**src/rtl/cdc_regs_pkg.sv**
```systemverilog
package cdc_regs_pkg;
  localparam int BYTE_W = 8;
  localparam int PTR_W  = 4;

  // read map
  localparam logic [PTR_W-1:0] R_CMD  = 4'h0, R_IFST = 4'h1, R_CNTL = 4'h2, R_CNTH = 4'h3;
  localparam logic [PTR_W-1:0] R_HD0  = 4'h4, R_HD1  = 4'h5, R_HD2  = 4'h6, R_HD3  = 4'h7;
  localparam logic [PTR_W-1:0] R_BPL  = 4'h8, R_BPH  = 4'h9, R_WAL  = 4'hA, R_WAH  = 4'hB;
  localparam logic [PTR_W-1:0] R_ST0  = 4'hC, R_ST1  = 4'hD, R_ST2  = 4'hE, R_ST3  = 4'hF;

  // write map
  localparam logic [PTR_W-1:0] W_SUB  = 4'h0, W_IFCT = 4'h1, W_CNTL = 4'h2, W_CNTH = 4'h3;
  localparam logic [PTR_W-1:0] W_ADL  = 4'h4, W_ADH  = 4'h5, W_TRIG = 4'h6, W_ACK  = 4'h7;
  localparam logic [PTR_W-1:0] W_WAL  = 4'h8, W_WAH  = 4'h9, W_CT0  = 4'hA, W_CT1  = 4'hB;
  localparam logic [PTR_W-1:0] W_BPL  = 4'hC, W_BPH  = 4'hD, W_CT2  = 4'hE, W_RST  = 4'hF;

  // bit positions
  localparam int IFS_XFER_N = 3;
  localparam int IFS_DEC_N  = 5;
  localparam int IFS_END_N  = 6;
  localparam int IFC_XEN    = 1;
  localparam int IFC_DECIE  = 5;
  localparam int CT0_DECEN  = 7;
  localparam int CT1_SUBHDR = 0;
endpackage

```
**src/rtl/cdc_ptr_unit.sv**
```systemverilog
module cdc_ptr_unit #(
  parameter int PTR_W = 4
) (
  input  logic             clk,
  input  logic             rst,
  input  logic             ld,
  input  logic [PTR_W-1:0] ld_val,
  input  logic             rd_step,
  input  logic             wr_step,
  output logic [PTR_W-1:0] ptr
);
  localparam logic [PTR_W-1:0] LAST   = '1;
  localparam logic [PTR_W-1:0] TRIG_I = PTR_W'(6);
  localparam logic [PTR_W-1:0] ACK_I  = PTR_W'(7);

  logic wr_hold;
  assign wr_hold = (ptr == TRIG_I) || (ptr == ACK_I) || (ptr == LAST - 1'b1) || (ptr == LAST);

  always_ff @(posedge clk) begin
    if (rst)                        ptr <= '0;
    else if (ld)                    ptr <= ld_val;
    else if (wr_step && !wr_hold)   ptr <= ptr + 1'b1;
    else if (wr_step)               ptr <= ptr;
    else if (rd_step && ptr != LAST) ptr <= ptr + 1'b1;
  end


  rd_adv_chk: assert property (@(posedge clk) disable iff (rst)
    (rd_step && !wr_step && !ld && ptr != LAST) |=> (ptr == PTR_W'($past(ptr) + 1'b1)));

  rd_last_hold_chk: assert property (@(posedge clk) disable iff (rst)
    (rd_step && !wr_step && !ld && ptr == LAST) |=> $stable(ptr));

  wr_hold_chk: assert property (@(posedge clk) disable iff (rst)
    (wr_step && !ld && (ptr == TRIG_I || ptr == ACK_I || ptr == LAST - 1'b1 || ptr == LAST)) |=> $stable(ptr));
endmodule

```
**src/rtl/cdc_read_track.sv**
```systemverilog
module cdc_read_track #(
  parameter int          NREG      = 16,
  parameter logic [15:0] TRACK_SET = 16'h73F2
) (
  input  logic                    clk,
  input  logic                    rst,
  input  logic                    clr,
  input  logic                    rd_hit,
  input  logic [$clog2(NREG)-1:0] idx,
  output logic                    full
);
  logic [NREG-1:0] seen;

  for (genvar i = 0; i < NREG; i++) begin : g_bit
    if (TRACK_SET[i]) begin : g_trk
      always_ff @(posedge clk) begin
        if (rst || clr)                          seen[i] <= 1'b0;
        else if (rd_hit && idx == i[$clog2(NREG)-1:0]) seen[i] <= 1'b1;
      end
    end else begin : g_none
      assign seen[i] = 1'b0;
    end
  end

  assign full = &(seen | ~TRACK_SET[NREG-1:0]);


  full_drop_chk: assert property (@(posedge clk) disable iff (rst)
    $fell(full) |-> $past(clr));
endmodule

```
**src/rtl/cdc_hdr_bcd.sv**
```systemverilog
module cdc_hdr_bcd #(
  parameter int VAL_W  = 7,
  parameter int NFIELD = 3
) (
  input  logic [NFIELD-1:0][VAL_W-1:0] vals,
  output logic [NFIELD-1:0][7:0]       bcd
);
  for (genvar f = 0; f < NFIELD; f++) begin : g_fld
    logic [VAL_W-1:0] tens, ones;
    assign tens   = vals[f] / VAL_W'(10);
    assign ones   = vals[f] % VAL_W'(10);
    assign bcd[f] = {tens[3:0], ones[3:0]};
  end
endmodule

```
**src/rtl/cdc_regs.sv**
```systemverilog
module cdc_regs
  import cdc_regs_pkg::*;
#(
  parameter int          TIME_W    = 7,
  parameter logic [15:0] WA_INIT   = 16'd4704,
  parameter logic [15:0] TRACK_SET = 16'h73F2,
  parameter logic [7:0]  ST0_INIT  = 8'h80
) (
  input  logic                clk,
  input  logic                rst,
  input  logic                ptr_ld,
  input  logic [PTR_W-1:0]    ptr_val,
  input  logic                rd_en,
  input  logic                wr_en,
  input  logic [BYTE_W-1:0]   wr_data,
  input  logic [BYTE_W-1:0]   flag_clr,
  input  logic                hdr_upd,
  input  logic [TIME_W-1:0]   hdr_min,
  input  logic [TIME_W-1:0]   hdr_sec,
  input  logic [TIME_W-1:0]   hdr_frm,
  output logic [BYTE_W-1:0]   rd_data,
  output logic [PTR_W-1:0]    ptr,
  output logic [2*BYTE_W-1:0] buf_addr,
  output logic [BYTE_W-1:0]   sub_out,
  output logic [3*BYTE_W-1:0] ctrl_word,
  output logic                xfer_start,
  output logic                xfer_stop,
  output logic                xfer_ack,
  output logic                soft_rst
);
  localparam int CNT_W = 2 * BYTE_W;
  localparam int NREG  = 1 << PTR_W;
  localparam logic [BYTE_W-1:0] IFS_INIT = '1;
  localparam logic [BYTE_W-1:0] HD3_INIT = BYTE_W'(1);
  localparam logic [BYTE_W-1:0] DEC_OK   = BYTE_W'(8'h80);

  logic                   rd_fire, wr_fire, soft_hit, mask_full;
  logic [BYTE_W-1:0]      ifstat, ifctrl, ctl0, ctl1, ctl2, stat3, rd_mux;
  logic [BYTE_W-1:0]      ifstat_nx, stat3_nx;
  logic [CNT_W-1:0]       cnt, cnt_nx, wa, bp;
  logic [3:0][BYTE_W-1:0] hdr;
  logic [2:0][7:0]        bcd;

  assign wr_fire  = wr_en && !ptr_ld;
  assign rd_fire  = rd_en && !wr_en && !ptr_ld;
  assign soft_hit = wr_fire && (ptr == W_RST);

  cdc_ptr_unit #(.PTR_W(PTR_W)) u_ptr (
    .clk(clk), .rst(rst), .ld(ptr_ld), .ld_val(ptr_val),
    .rd_step(rd_fire), .wr_step(wr_fire), .ptr(ptr)
  );

  cdc_read_track #(.NREG(NREG), .TRACK_SET(TRACK_SET)) u_trk (
    .clk(clk), .rst(rst), .clr(soft_hit), .rd_hit(rd_fire), .idx(ptr), .full(mask_full)
  );

  cdc_hdr_bcd #(.VAL_W(TIME_W), .NFIELD(3)) u_bcd (
    .vals({hdr_frm, hdr_sec, hdr_min}), .bcd(bcd)
  );

  // next state of the flags, count and decode status
  always_comb begin
    ifstat_nx = ifstat & ~flag_clr;
    cnt_nx    = cnt;
    stat3_nx  = stat3;
    if (wr_fire) begin
      case (ptr)
        W_IFCT: if (!wr_data[IFC_XEN]) begin
                  cnt_nx                = '0;
                  ifstat_nx[IFS_XFER_N] = 1'b1;
                end
        W_CNTL: cnt_nx[BYTE_W-1:0]     = wr_data;
        W_CNTH: cnt_nx[CNT_W-1:BYTE_W] = wr_data;
        W_TRIG: if (ifctrl[IFC_XEN]) ifstat_nx[IFS_XFER_N] = 1'b0;
        W_ACK:  ifstat_nx[IFS_END_N] = 1'b1;
        default: ;
      endcase
    end
    if (rd_fire && ptr == R_ST3) begin
      ifstat_nx[IFS_DEC_N] = 1'b1;
      if (ctl0[CT0_DECEN] && ifctrl[IFC_DECIE] && mask_full) stat3_nx = DEC_OK;
    end
  end

  always_ff @(posedge clk) begin
    if (rst || soft_hit) begin
      ifstat  <= IFS_INIT;
      ifctrl  <= '0;
      cnt     <= '0;
      buf_addr <= '0;
      wa      <= WA_INIT;
      bp      <= '0;
      hdr     <= {HD3_INIT, {3*BYTE_W{1'b0}}};
      stat3   <= '0;
      ctl0    <= '0;
      ctl1    <= '0;
      ctl2    <= '0;
      sub_out <= '0;
    end else begin
      ifstat <= ifstat_nx;
      cnt    <= cnt_nx;
      stat3  <= stat3_nx;
      if (hdr_upd) hdr <= ctl1[CT1_SUBHDR] ? '0 : {HD3_INIT, bcd};
      if (wr_fire) begin
        case (ptr)
          W_SUB:  sub_out <= wr_data;
          W_IFCT: ifctrl <= wr_data;
          W_ADL:  buf_addr[BYTE_W-1:0] <= wr_data;
          W_ADH:  buf_addr[CNT_W-1:BYTE_W] <= wr_data;
          W_WAL:  wa[BYTE_W-1:0] <= wr_data;
          W_WAH:  wa[CNT_W-1:BYTE_W] <= wr_data;
          W_CT0:  ctl0 <= wr_data;
          W_CT1:  ctl1 <= wr_data;
          W_BPL:  bp[BYTE_W-1:0] <= wr_data;
          W_BPH:  bp[CNT_W-1:BYTE_W] <= wr_data;
          W_CT2:  ctl2 <= wr_data;
          default: ;
        endcase
      end
    end
  end

  assign ctrl_word = {ctl2, ctl1, ctl0};

  always_comb begin
    case (ptr)
      R_CMD:  rd_mux = '0;
      R_IFST: rd_mux = ifstat;
      R_CNTL: rd_mux = cnt[BYTE_W-1:0];
      R_CNTH: rd_mux = cnt[CNT_W-1:BYTE_W];
      R_HD0:  rd_mux = hdr[0];
      R_HD1:  rd_mux = hdr[1];
      R_HD2:  rd_mux = hdr[2];
      R_HD3:  rd_mux = hdr[3];
      R_BPL:  rd_mux = bp[BYTE_W-1:0];
      R_BPH:  rd_mux = bp[CNT_W-1:BYTE_W];
      R_WAL:  rd_mux = wa[BYTE_W-1:0];
      R_WAH:  rd_mux = wa[CNT_W-1:BYTE_W];
      R_ST0:  rd_mux = ST0_INIT;
      R_ST1:  rd_mux = '0;
      R_ST2:  rd_mux = '0;
      default: rd_mux = stat3;
    endcase
  end

  always_ff @(posedge clk) begin
    if (rst) begin
      rd_data    <= '0;
      xfer_start <= 1'b0;
      xfer_stop  <= 1'b0;
      xfer_ack   <= 1'b0;
      soft_rst   <= 1'b0;
    end else begin
      if (rd_fire) rd_data <= rd_mux;
      xfer_start <= wr_fire && ptr == W_TRIG && ifctrl[IFC_XEN];
      xfer_stop  <= wr_fire && ptr == W_IFCT && !wr_data[IFC_XEN];
      xfer_ack   <= wr_fire && ptr == W_ACK;
      soft_rst   <= soft_hit;
    end
  end


  start_en_chk: assert property (@(posedge clk) disable iff (rst)
    xfer_start |-> $past(ifctrl[IFC_XEN]));

  pulse_excl_chk: assert property (@(posedge clk) disable iff (rst)
    $onehot0({xfer_start, xfer_stop, xfer_ack, soft_rst}));

  stop_state_chk: assert property (@(posedge clk) disable iff (rst)
    xfer_stop |-> (cnt == '0 && ifstat[IFS_XFER_N]));

  soft_rst_state_chk: assert property (@(posedge clk) disable iff (rst)
    soft_rst |-> (wa == WA_INIT && cnt == '0 && ifstat == IFS_INIT && stat3 == '0));

  dec_ready_chk: assert property (@(posedge clk) disable iff (rst)
    $rose(stat3[7]) |-> $past(mask_full));

  rd_hold_chk: assert property (@(posedge clk) disable iff (rst)
    !$past(rd_fire) |-> $stable(rd_data));
endmodule

```
**config.mk**
```make
export PLATFORM = sky130hd
export DESIGN_NAME = cdc_regs
export DESIGN_NICKNAME = d
export VERILOG_FILES = /design/src/rtl/cdc_regs_pkg.sv /design/src/rtl/cdc_ptr_unit.sv /design/src/rtl/cdc_read_track.sv /design/src/rtl/cdc_hdr_bcd.sv /design/src/rtl/cdc_regs.sv
export SDC_FILE = /design/constraint.sdc
export NUM_CORES = 1
export LEC_CHECK = 0
export BUFFER_PORTS_ARGS = -buffer_cell sky130_fd_sc_hd__clkbuf_2
export CAP_MARGIN = 15
export CORE_MARGIN = 2
export CORE_UTILIZATION = 55
export DETAILED_ROUTE_END_ITERATION = 10
export GPL_TIMING_DRIVEN = 0
export PLACE_DENSITY = 0.77
export SLEW_MARGIN = 30
export SYNTH_ARGS = -nofsm -noshare
export SYNTH_HDL_FRONTEND = slang
export SYNTH_HIERARCHICAL = 1
export SYNTH_SLANG_ARGS = --single-unit
```
**constraint.sdc**
```tcl
create_clock -name clk -period 8.2 [get_ports clk]
set_input_delay 2.46 -clock clk [delete_from_list [all_inputs] [get_ports clk]]
set_output_delay 2.46 -clock clk [all_outputs]
set_load 0.02 [all_outputs]
```
==> run_results.csv, run 1 <==
group,metric,value,unit
cts,post_cts_resized,0,
cts,root_buffer,"clkbuf_16",
detailed_routing,ant_nets,0,
place,dp_hpwl,16300,microns
cells_and_area,multi_input_area,4460,sq um
cts,ctsHoldBuffers,0,
power_and_ir_drop,p_comb_share,13.6,%
power_and_ir_drop,leakage,0.00423,uW
timing,finalHoldViolations,0,
worst_setup_path,path_delay_family,"compound AO/OA/AOI/OAI gates",
worst_setup_path,crit_buf_inv,3,
power_and_ir_drop,seqPwrFrac,42.6,%
cts,cts_max_level,4,
die,initial_core_util,56.2,%
place,place_inst,1211,
worst_setup_path,reg2reg_depth,6,
worst_setup_path,worstPathCellList,"clkbuf_2, buf_2, nor2_1, a22oi_1, o221a_2, ha_1, buf_2, o21ai_0, a21oi_1, o21ai_0, nand3_1, xnor2_1, a22oi_1, nor2_1",
cells_and_area,mostFrequentLayoutCell,"dfxtp_1",
worst_setup_path,r2r-end,"ifstat[0]$_SDFF_PP1_",
timing,drv_slew,0,
worst_setup_path,crit_type,"primary input to flip-flop",
cells_and_area,seq_area,3160,sq um
global_routing,grt_use_met3,6.88,%
place,gp_congestion,1.00,
cts,cts_buffers,17,
global_routing,grt_pass1_wl,36500,microns
detailed_routing,num_vias,7478,
global_routing,grt_pass1_vias,6780,
power_and_ir_drop,power.switching,534,uW
yosys,synthArstFlopShare,0,%
yosys,syn_area,8140,sq um
power_and_ir_drop,swShare,28.3,%
worst_setup_path,arrival,4.95,ns
place,io_buffer_count,108,
cells_and_area,instances_no_fill,1243,
status,status,"finished clean",
timing,max_freq,216,MHz
yosys,synth_seq_cells,158,
yosys,ys.flop_type,"dfxtp_1",
cts,cts_tree,"yes",
detailed_routing,dr.pass1.iters,6,
yosys,synthCells,919,
detailed_routing,routedWlPerCell,18.6,microns
worst_setup_path,critPathCapture,"hdr[17]$_SDFFE_PP0P_",
cts,clk_pin_slew,0.07,ns
timing,setup_viol_count_final,0,
timing,setup-tns-final,0,ns
global_routing,use_met1,40.6,%
cells_and_area,fin_nets,1098,
cells_and_area,syn_to_final_growth,17.1,%
detailed_routing,vias_per_cell,6.02,
cells_and_area,insertedDiodeCount,0,
die,die_h,126,microns
die,ios,111,
job,max-cap-violations,0,
yosys,avgSynthCellArea,8.86,sq um
worst_setup_path,crit_path_end_kind,"flip-flop",
cts,clock_path_buffers,2,
global_routing,antenna_found_initial,0,
cells_and_area,layout_common_cells,"dfxtp_1 (158), nor2_1 (121), clkbuf_2 (109), mux2i_1 (96), nand2_1 (64)",
worst_setup_path,r2r_start,"u_ptr/ptr[2]$_SDFFE_PP0P_",
worst_setup_path,cp_max_fo,10,
yosys,synth-seq-area-share,38.8,%
global_routing,grt_remaining_overflow,0,
power_and_ir_drop,p_int,1350,uW
timing,worst_pin_slew,0.810,ns
worst_setup_path,cp_num_cells,14,
detailed_routing,drc_errors,0,
die,dieArea,15800,sq um
worst_setup_path,startpoint,"hdr_frm[4]",
cts,cts_sinks,158,
power_and_ir_drop,pwr-share-clk,43.8,%
worst_setup_path,crit_slowest_cell,"nor2_1",
timing,slew_headroom,46.0,%
cts,clkLatencyLatePin,0.44,ns
timing,fin_crit_sh,56.4,%
cells_and_area,nFillCells,1211,
detailed_routing,dr.first_iter.drc_count,872,
worst_setup_path,startpoint_type,"primary input",
yosys,synth_enable_flop_cells,0,
die,coreArea,14500,sq um
die,die-width,126,microns
yosys,synth_warnings,6,
timing,skew,0.0106,ns
global_routing,grtUsageMet2,44.5,%
worst_setup_path,crit_path_max_incr_delay,0.33,ns
cells_and_area,drive_gt1_share,21.9,%
power_and_ir_drop,ir_drop,0.000176,V
timing,period_needed,4.62,ns
global_routing,top_usage_layer,"met2",
global_routing,grt_usage,28.9,%
yosys,synthesis.nets,971,
global_routing,grt_max_degree,18,
power_and_ir_drop,p_per_area,198,nW/um^2
worst_setup_path,cp_data_required_time,8.52,ns
cts,cts_setup_buffers,0,
worst_setup_path,ff2ff_setup_slack,5.86,ns
worst_hold_path,min_path_type,"flip-flop to flip-flop",
die,rows,44,
detailed_routing,wirelength,23100,microns
yosys,yosysUniqueCellTypes,102,
timing,rsz0062_at_grt,"no",
## stage by stage
step           power [uW]  hold WS [ns]  setup WS (ns)  area (sq um)  utilization, %
2_1_floorplan         993         0.425           3.67          8140               -
5_1_grt              1950         0.474           3.37          9540            65.9
4_1_cts              1890         0.457           3.60          9540            65.9
3_5_place_dp         1070         0.446           3.16          8910            61.6
6_report             1880         0.457           3.58          9540            65.9
3_3_place_gp         1070         0.437           3.19          8910            61.6
## worst reg2reg max path, cell delays in order (launching register included)
cell	delay (ns)
dfxtp_1	0.59
buf_2	0.32
nand4b_2	0.25
nor2_1	0.42
nor2_1	0.11
clkbuf_1	0.37
o21ai_0	0.20
## layer usage
metal  vias to the layer above  wire [microns]
met5                         -               0
met4                         0             565
met3                        55            2010
met2                       357           10600
met1                      3504            9960
li1                       3562               -
## power by group through the flow
stage / Clock (uW) / Combinational [uW] / Sequential (uW)
4_1_cts: 830 / 252 / 803
3_3_place_gp: 0 / 246 / 820
3_5_place_dp: 0 / 249 / 821
5_1_grt: 869 / 276 / 805
6_report: 825 / 256 / 804
2_1_floorplan: 0 / 173 / 820
## synthesized netlist by cell type (4+ instances only)
| cell | n | area share (%) |
|---|---|---|
| dfxtp_1 | 158 | 39 |
| nor2_1 | 121 | 5.6 |
| mux2i_1 | 96 | 12 |
| nand2_1 | 64 | 3.0 |
| o21ai_0 | 40 | 2.5 |
| a21oi_1 | 34 | 2.1 |
| buf_2 | 31 | 1.9 |
| a22oi_1 | 28 | 2.6 |
| nand3_1 | 28 | 1.7 |
| clkbuf_1 | 25 | 1.2 |
| inv_1 | 24 | 1.1 |
| nand2b_1 | 18 | 1.4 |
| nor2b_1 | 16 | 1.2 |
| nand4_1 | 15 | 1.2 |
| nand3b_1 | 14 | 1.3 |
| buf_4 | 11 | 1.0 |
| nor3_1 | 11 | 0.68 |
| o2bb2ai_1 | 10 | 1.1 |
| a211oi_1 | 8 | 0.74 |
| o211ai_1 | 8 | 0.74 |
| nor3b_1 | 6 | 0.55 |
| o21a_1 | 6 | 0.55 |
| o31ai_1 | 6 | 0.55 |
| a31oi_1 | 5 | 0.38 |
| ha_1 | 5 | 0.77 |
| nand3_2 | 5 | 0.61 |
| xnor2_1 | 5 | 0.54 |
| a21boi_0 | 4 | 0.37 |
| a221oi_1 | 4 | 0.43 |
| a32oi_1 | 4 | 0.43 |
| buf_6 | 4 | 0.55 |
| o22ai_1 | 4 | 0.31 |
## registers in the layout, summed over array words and instances (netlist names), 10 cells and up
register and cells:
cnt 16, buf_addr 16, u_trk/seen 10, bp 16, hdr 25, wa 16
## cells by family (layout without fill, tap and decap cells)
logic type / Yosys count / in the layout / share of synthesized area (%)
compound gates: 207 / 207 / 18.6
xor+xnor: 8 / 8 / 0.861
fa+ha+maj: 5 / 5 / 0.768
buf+inv: 101 / 241 / 6.33
flops: 158 / 158 / 38.8
mux: 100 / 100 / 12.5
simple gates: 340 / 340 / 22.1
## worst min-delay path by stage
stage / depth (start not counted) / end / startpoint
floorplan: 2 / xfer_start$_SDFF_PP0_ / ifctrl[1]$_SDFFE_PP0P_
global placement: 2 / cnt[7]$_SDFFE_PP0P_ / cnt[7]$_SDFFE_PP0P_
detailed placement: 2 / cnt[7]$_SDFFE_PP0P_ / cnt[7]$_SDFFE_PP0P_
CTS: 2 / cnt[11]$_SDFFE_PP0P_ / cnt[11]$_SDFFE_PP0P_
global route: 2 / cnt[2]$_SDFFE_PP0P_ / cnt[2]$_SDFFE_PP0P_
finish: 2 / cnt[12]$_SDFFE_PP0P_ / cnt[12]$_SDFFE_PP0P_
## area by class of cell
| cell class | instances | area share [%] |
|---|---|---|
| flip-flops and latches | 158 | 33.2 |
| clock buffers | 18 | 4.50 |
| multi-input cells | 660 | 46.8 |
| inverters | 27 | 1.12 |
| well taps | 184 | 2.41 |
| plain buffers | 74 | 4.29 |
| clock inverters | 14 | 2.02 |
| repair buffers | 108 | 5.67 |
(Power assumes the default switching activity.)
==> run 2, diff against run 1 <==
--- a/config.mk
+++ b/config.mk
@@ -5,6 +5,7 @@
 export SDC_FILE = /design/constraint.sdc
 export NUM_CORES = 1
 export LEC_CHECK = 0
+export ABC_AREA = 1
 export BUFFER_PORTS_ARGS = -buffer_cell sky130_fd_sc_hd__clkbuf_2
 export CAP_MARGIN = 15
 export CORE_MARGIN = 2
==> constraint.sdc (replaced) <==
create_clock -name clk -period 4.8 [get_ports clk]
set_input_delay 1.44 -clock clk [delete_from_list [all_inputs] [get_ports clk]]
set_output_delay 1.44 -clock clk [all_outputs]
set_load 0.02 [all_outputs]
==> run_results.csv, run 2 <==
group,metric,value,unit
global_routing,grt_usage,30.8,%
cts,clkLatencyLatePin,0.43,ns
worst_setup_path,r2r-end,"ctl1[1]$_SDFFE_PP0P_",
cells_and_area,largest_register_ff_count,25,
cts,cts_buffers,17,
global_routing,grt_pass1_vias,7192,
cells_and_area,mostFrequentLayoutCell,"nand2_1",
yosys,synthCells,1145,
detailed_routing,dr.first_iter.drc_count,788,
place,place_inst,1433,
timing,slew_headroom,43.0,%
yosys,synth_seq_cells,158,
die,coreArea,13800,sq um
power_and_ir_drop,leakage,0.00413,uW
worst_setup_path,path_common_cell,"nand2_1",
global_routing,antenna_found_initial,0,
cells_and_area,fin_nets,1324,
worst_setup_path,crit_type,"primary input to flip-flop",
timing,whs,0.458,ns
yosys,ys.flop_type,"dfxtp_1",
job,max-cap-violations,0,
worst_setup_path,cp_max_fo,5,
worst_setup_path,crit_path_max_incr_delay,0.21,ns
timing,drv_slew,0,
place,io_buffer_count,108,
cts,post_cts_resized,0,
yosys,yosysTopAreaCell,"dfxtp_1",
timing,fin_crit_sh,66.9,%
timing,rsz0062_at_grt,"no",
detailed_routing,num_vias,8132,
timing,period_needed,3.21,ns
detailed_routing,ant_nets,0,
worst_hold_path,min_to,"ctl0[5]$_SDFFE_PP0P_",
place,dp_hpwl,15600,microns
place,dp_slack,1.26,ns
place,gp_congestion,1.01,
cells_and_area,post-route-util,65.6,%
yosys,yosys-top-cells-count,"nand2_1 (309), nand3_1 (181), dfxtp_1 (158), a21oi_1 (131), nor2_1 (91)",
worst_setup_path,crit_slowest_cell,"a21oi_1",
cells_and_area,instances_no_fill,1464,
die,ios,111,
die,die-width,122,microns
cts,cts_setup_buffers,0,
cts,root_buffer,"clkbuf_16",
cells_and_area,drive_gt1_share,18.4,%
yosys,yosysUniqueCellTypes,31,
global_routing,grt_pass1_wl,35700,microns
yosys,syn_area,7680,sq um
cts,clk_pin_slew,0.06,ns
detailed_routing,drc_errors,0,
detailed_routing,routedWlPerCell,15.2,microns
cts,cts_max_level,4,
worst_hold_path,worstHoldPathCells,2,
cells_and_area,regMostFlops,"hdr",
die,rows,43,
timing,setup-tns-final,0,ns
die,die_h,122,microns
worst_setup_path,worstPathCellList,"clkbuf_2, inv_2, nand3_1, nand3_1, nand2_2, nand2_2, nand2_1, nand3_1, nand2_1, nand2_2, nand2_1, nand2_1, inv_1, ha_1, inv_1, nand3_1, nand3_2, nand2_1, nand2_1, nand3_1, a21oi_1",
yosys,synth_most_common_cell,"nand2_1",
yosys,synth_warnings,6,
yosys,synthesis.nets,1197,
detailed_routing,dr.pass1.iters,5,
worst_hold_path,min_from,"ctl0[5]$_SDFFE_PP0P_",
detailed_routing,vias_per_cell,5.55,
cells_and_area,syn_to_final_growth,17.6,%
worst_setup_path,arrival,3.56,ns
power_and_ir_drop,p_per_area,352,nW/um^2
timing,skew,0.00946,ns
detailed_routing,wirelength,22300,microns
cells_and_area,layout_common_cells,"nand2_1 (309), nand3_1 (181), dfxtp_1 (158), a21oi_1 (131), clkbuf_2 (108)",
yosys,synth-seq-area-share,41.2,%
worst_hold_path,min_path_type,"flip-flop to flip-flop",
yosys,avgSynthCellArea,6.70,sq um
cts,ctsHoldBuffers,0,
timing,max_freq,311,MHz
yosys,synth_enable_flop_cells,0,
cts,cts_tree,"yes",
status,status,"finished clean",
cells_and_area,insertedDiodeCount,0,
worst_setup_path,startpoint_type,"primary input",
worst_setup_path,cp_data_required_time,5.15,ns
power_and_ir_drop,ir_drop,0.000323,V
die,initial_core_util,55.7,%
global_routing,grt_remaining_overflow,0,
yosys,synthArstFlopShare,0,%
timing,finalHoldViolations,0,
timing,setup_viol_count_final,0,
yosys,synth.area.top_cells,"dfxtp_1 (41%), nand2_1 (15%), nand3_1 (12%)",
worst_setup_path,ff2ff_setup_slack,2.38,ns
worst_setup_path,crit_path_end_kind,"flip-flop",
worst_setup_path,reg2reg_depth,6,
timing,worst_slack,1.59,ns
worst_setup_path,r2r_start,"u_ptr/ptr[1]$_SDFFE_PP0P_",
cts,cts_sinks,158,
die,dieArea,14900,sq um
global_routing,grt_max_degree,19,
yosys,synth_top_area_share,41.2,%
cts,clock_path_buffers,2,
timing,worst_pin_slew,0.855,ns
[run 2: cell types whose count changed in the layout (fill, tap and decap cells not counted), sizes merged, moves of 9 or more]
cell and change:
o2bb2ai -11, mux2i -96, buf -20, a21oi +97, nor2 -18, inv +77
a22oi -28, nand2 +268, nand2b -18, nor3 -9, nand3b -14, a211oi -9
nand3 +155, nor2b -16
[run 2: layout make-up]
type / count / area (sq um)
Timing Repair Buffer: 108 / 541
Tap cell: 180 / 225
Multi-Input combinational cell: 828 / 3870
Sequential cell: 158 / 3160
Clock buffer: 19 / 453
Fill cell: 1281 / 4740
Buffer: 49 / 231
Inverter: 110 / 413
Clock inverter: 12 / 134
[run 2: worst max path at each step]
stage / start / to / slack (ns) / cells past startpoint
final: hdr_min[4] / hdr[1]$_SDFFE_PP0P_ / 1.59 / 21
after global routing: hdr_min[4] / hdr[1]$_SDFFE_PP0P_ / 1.34 / 21
after CTS: hdr_min[4] / hdr[1]$_SDFFE_PP0P_ / 1.63 / 21
after detailed placement: hdr_min[4] / hdr[1]$_SDFFE_PP0P_ / 1.26 / 21
after global placement: hdr_min[4] / hdr[1]$_SDFFE_PP0P_ / 1.31 / 21
after floorplan: hdr_min[4] / hdr[1]$_SDFFE_PP0P_ / 1.65 / 20
[run 2: cells by family after synthesis]
family / Yosys count / share of synthesized area [%]
flops: 158 / 41.2
fa+ha+maj: 5 / 0.815
simple gates: 647 / 37.8
buf+inv: 159 / 8.39
compound gates: 176 / 11.8
[run 2: layer usage]
metal	GRT usage (%)	wire [microns]
met5	0	0
met4	9.99	614
met3	8.19	2200
met2	48.0	9800
met1	41.8	9690
[run 2: where the power goes]
| part | leakage, uW | total [uW] | internal [uW] | switching [uW] |
|---|---|---|---|---|
| clock network | 0.000286 | 1350 | 794 | 557 |
| logic | 0.00257 | 440 | 135 | 305 |
| registers | 0.00128 | 1390 | 1350 | 37.0 |
| total | 0.00413 | 3180 | 2280 | 898 |
[run 2: per-stage QoR]
stage,cell area [sq um],power (uW)
after detailed placement,8440,1840
after floorplan,7680,1710
after global placement,8440,1830
final,9030,3180
after CTS,9030,3170
after global routing,9030,3300
[run 2: critical path, delay by kind of cell]
kind / cells / cell delay [ns]
compound gates: 1 / 0.21
fa+ha+maj: 1 / 0.20
buf+inv: 4 / 0.29
simple gates: 15 / 1.40
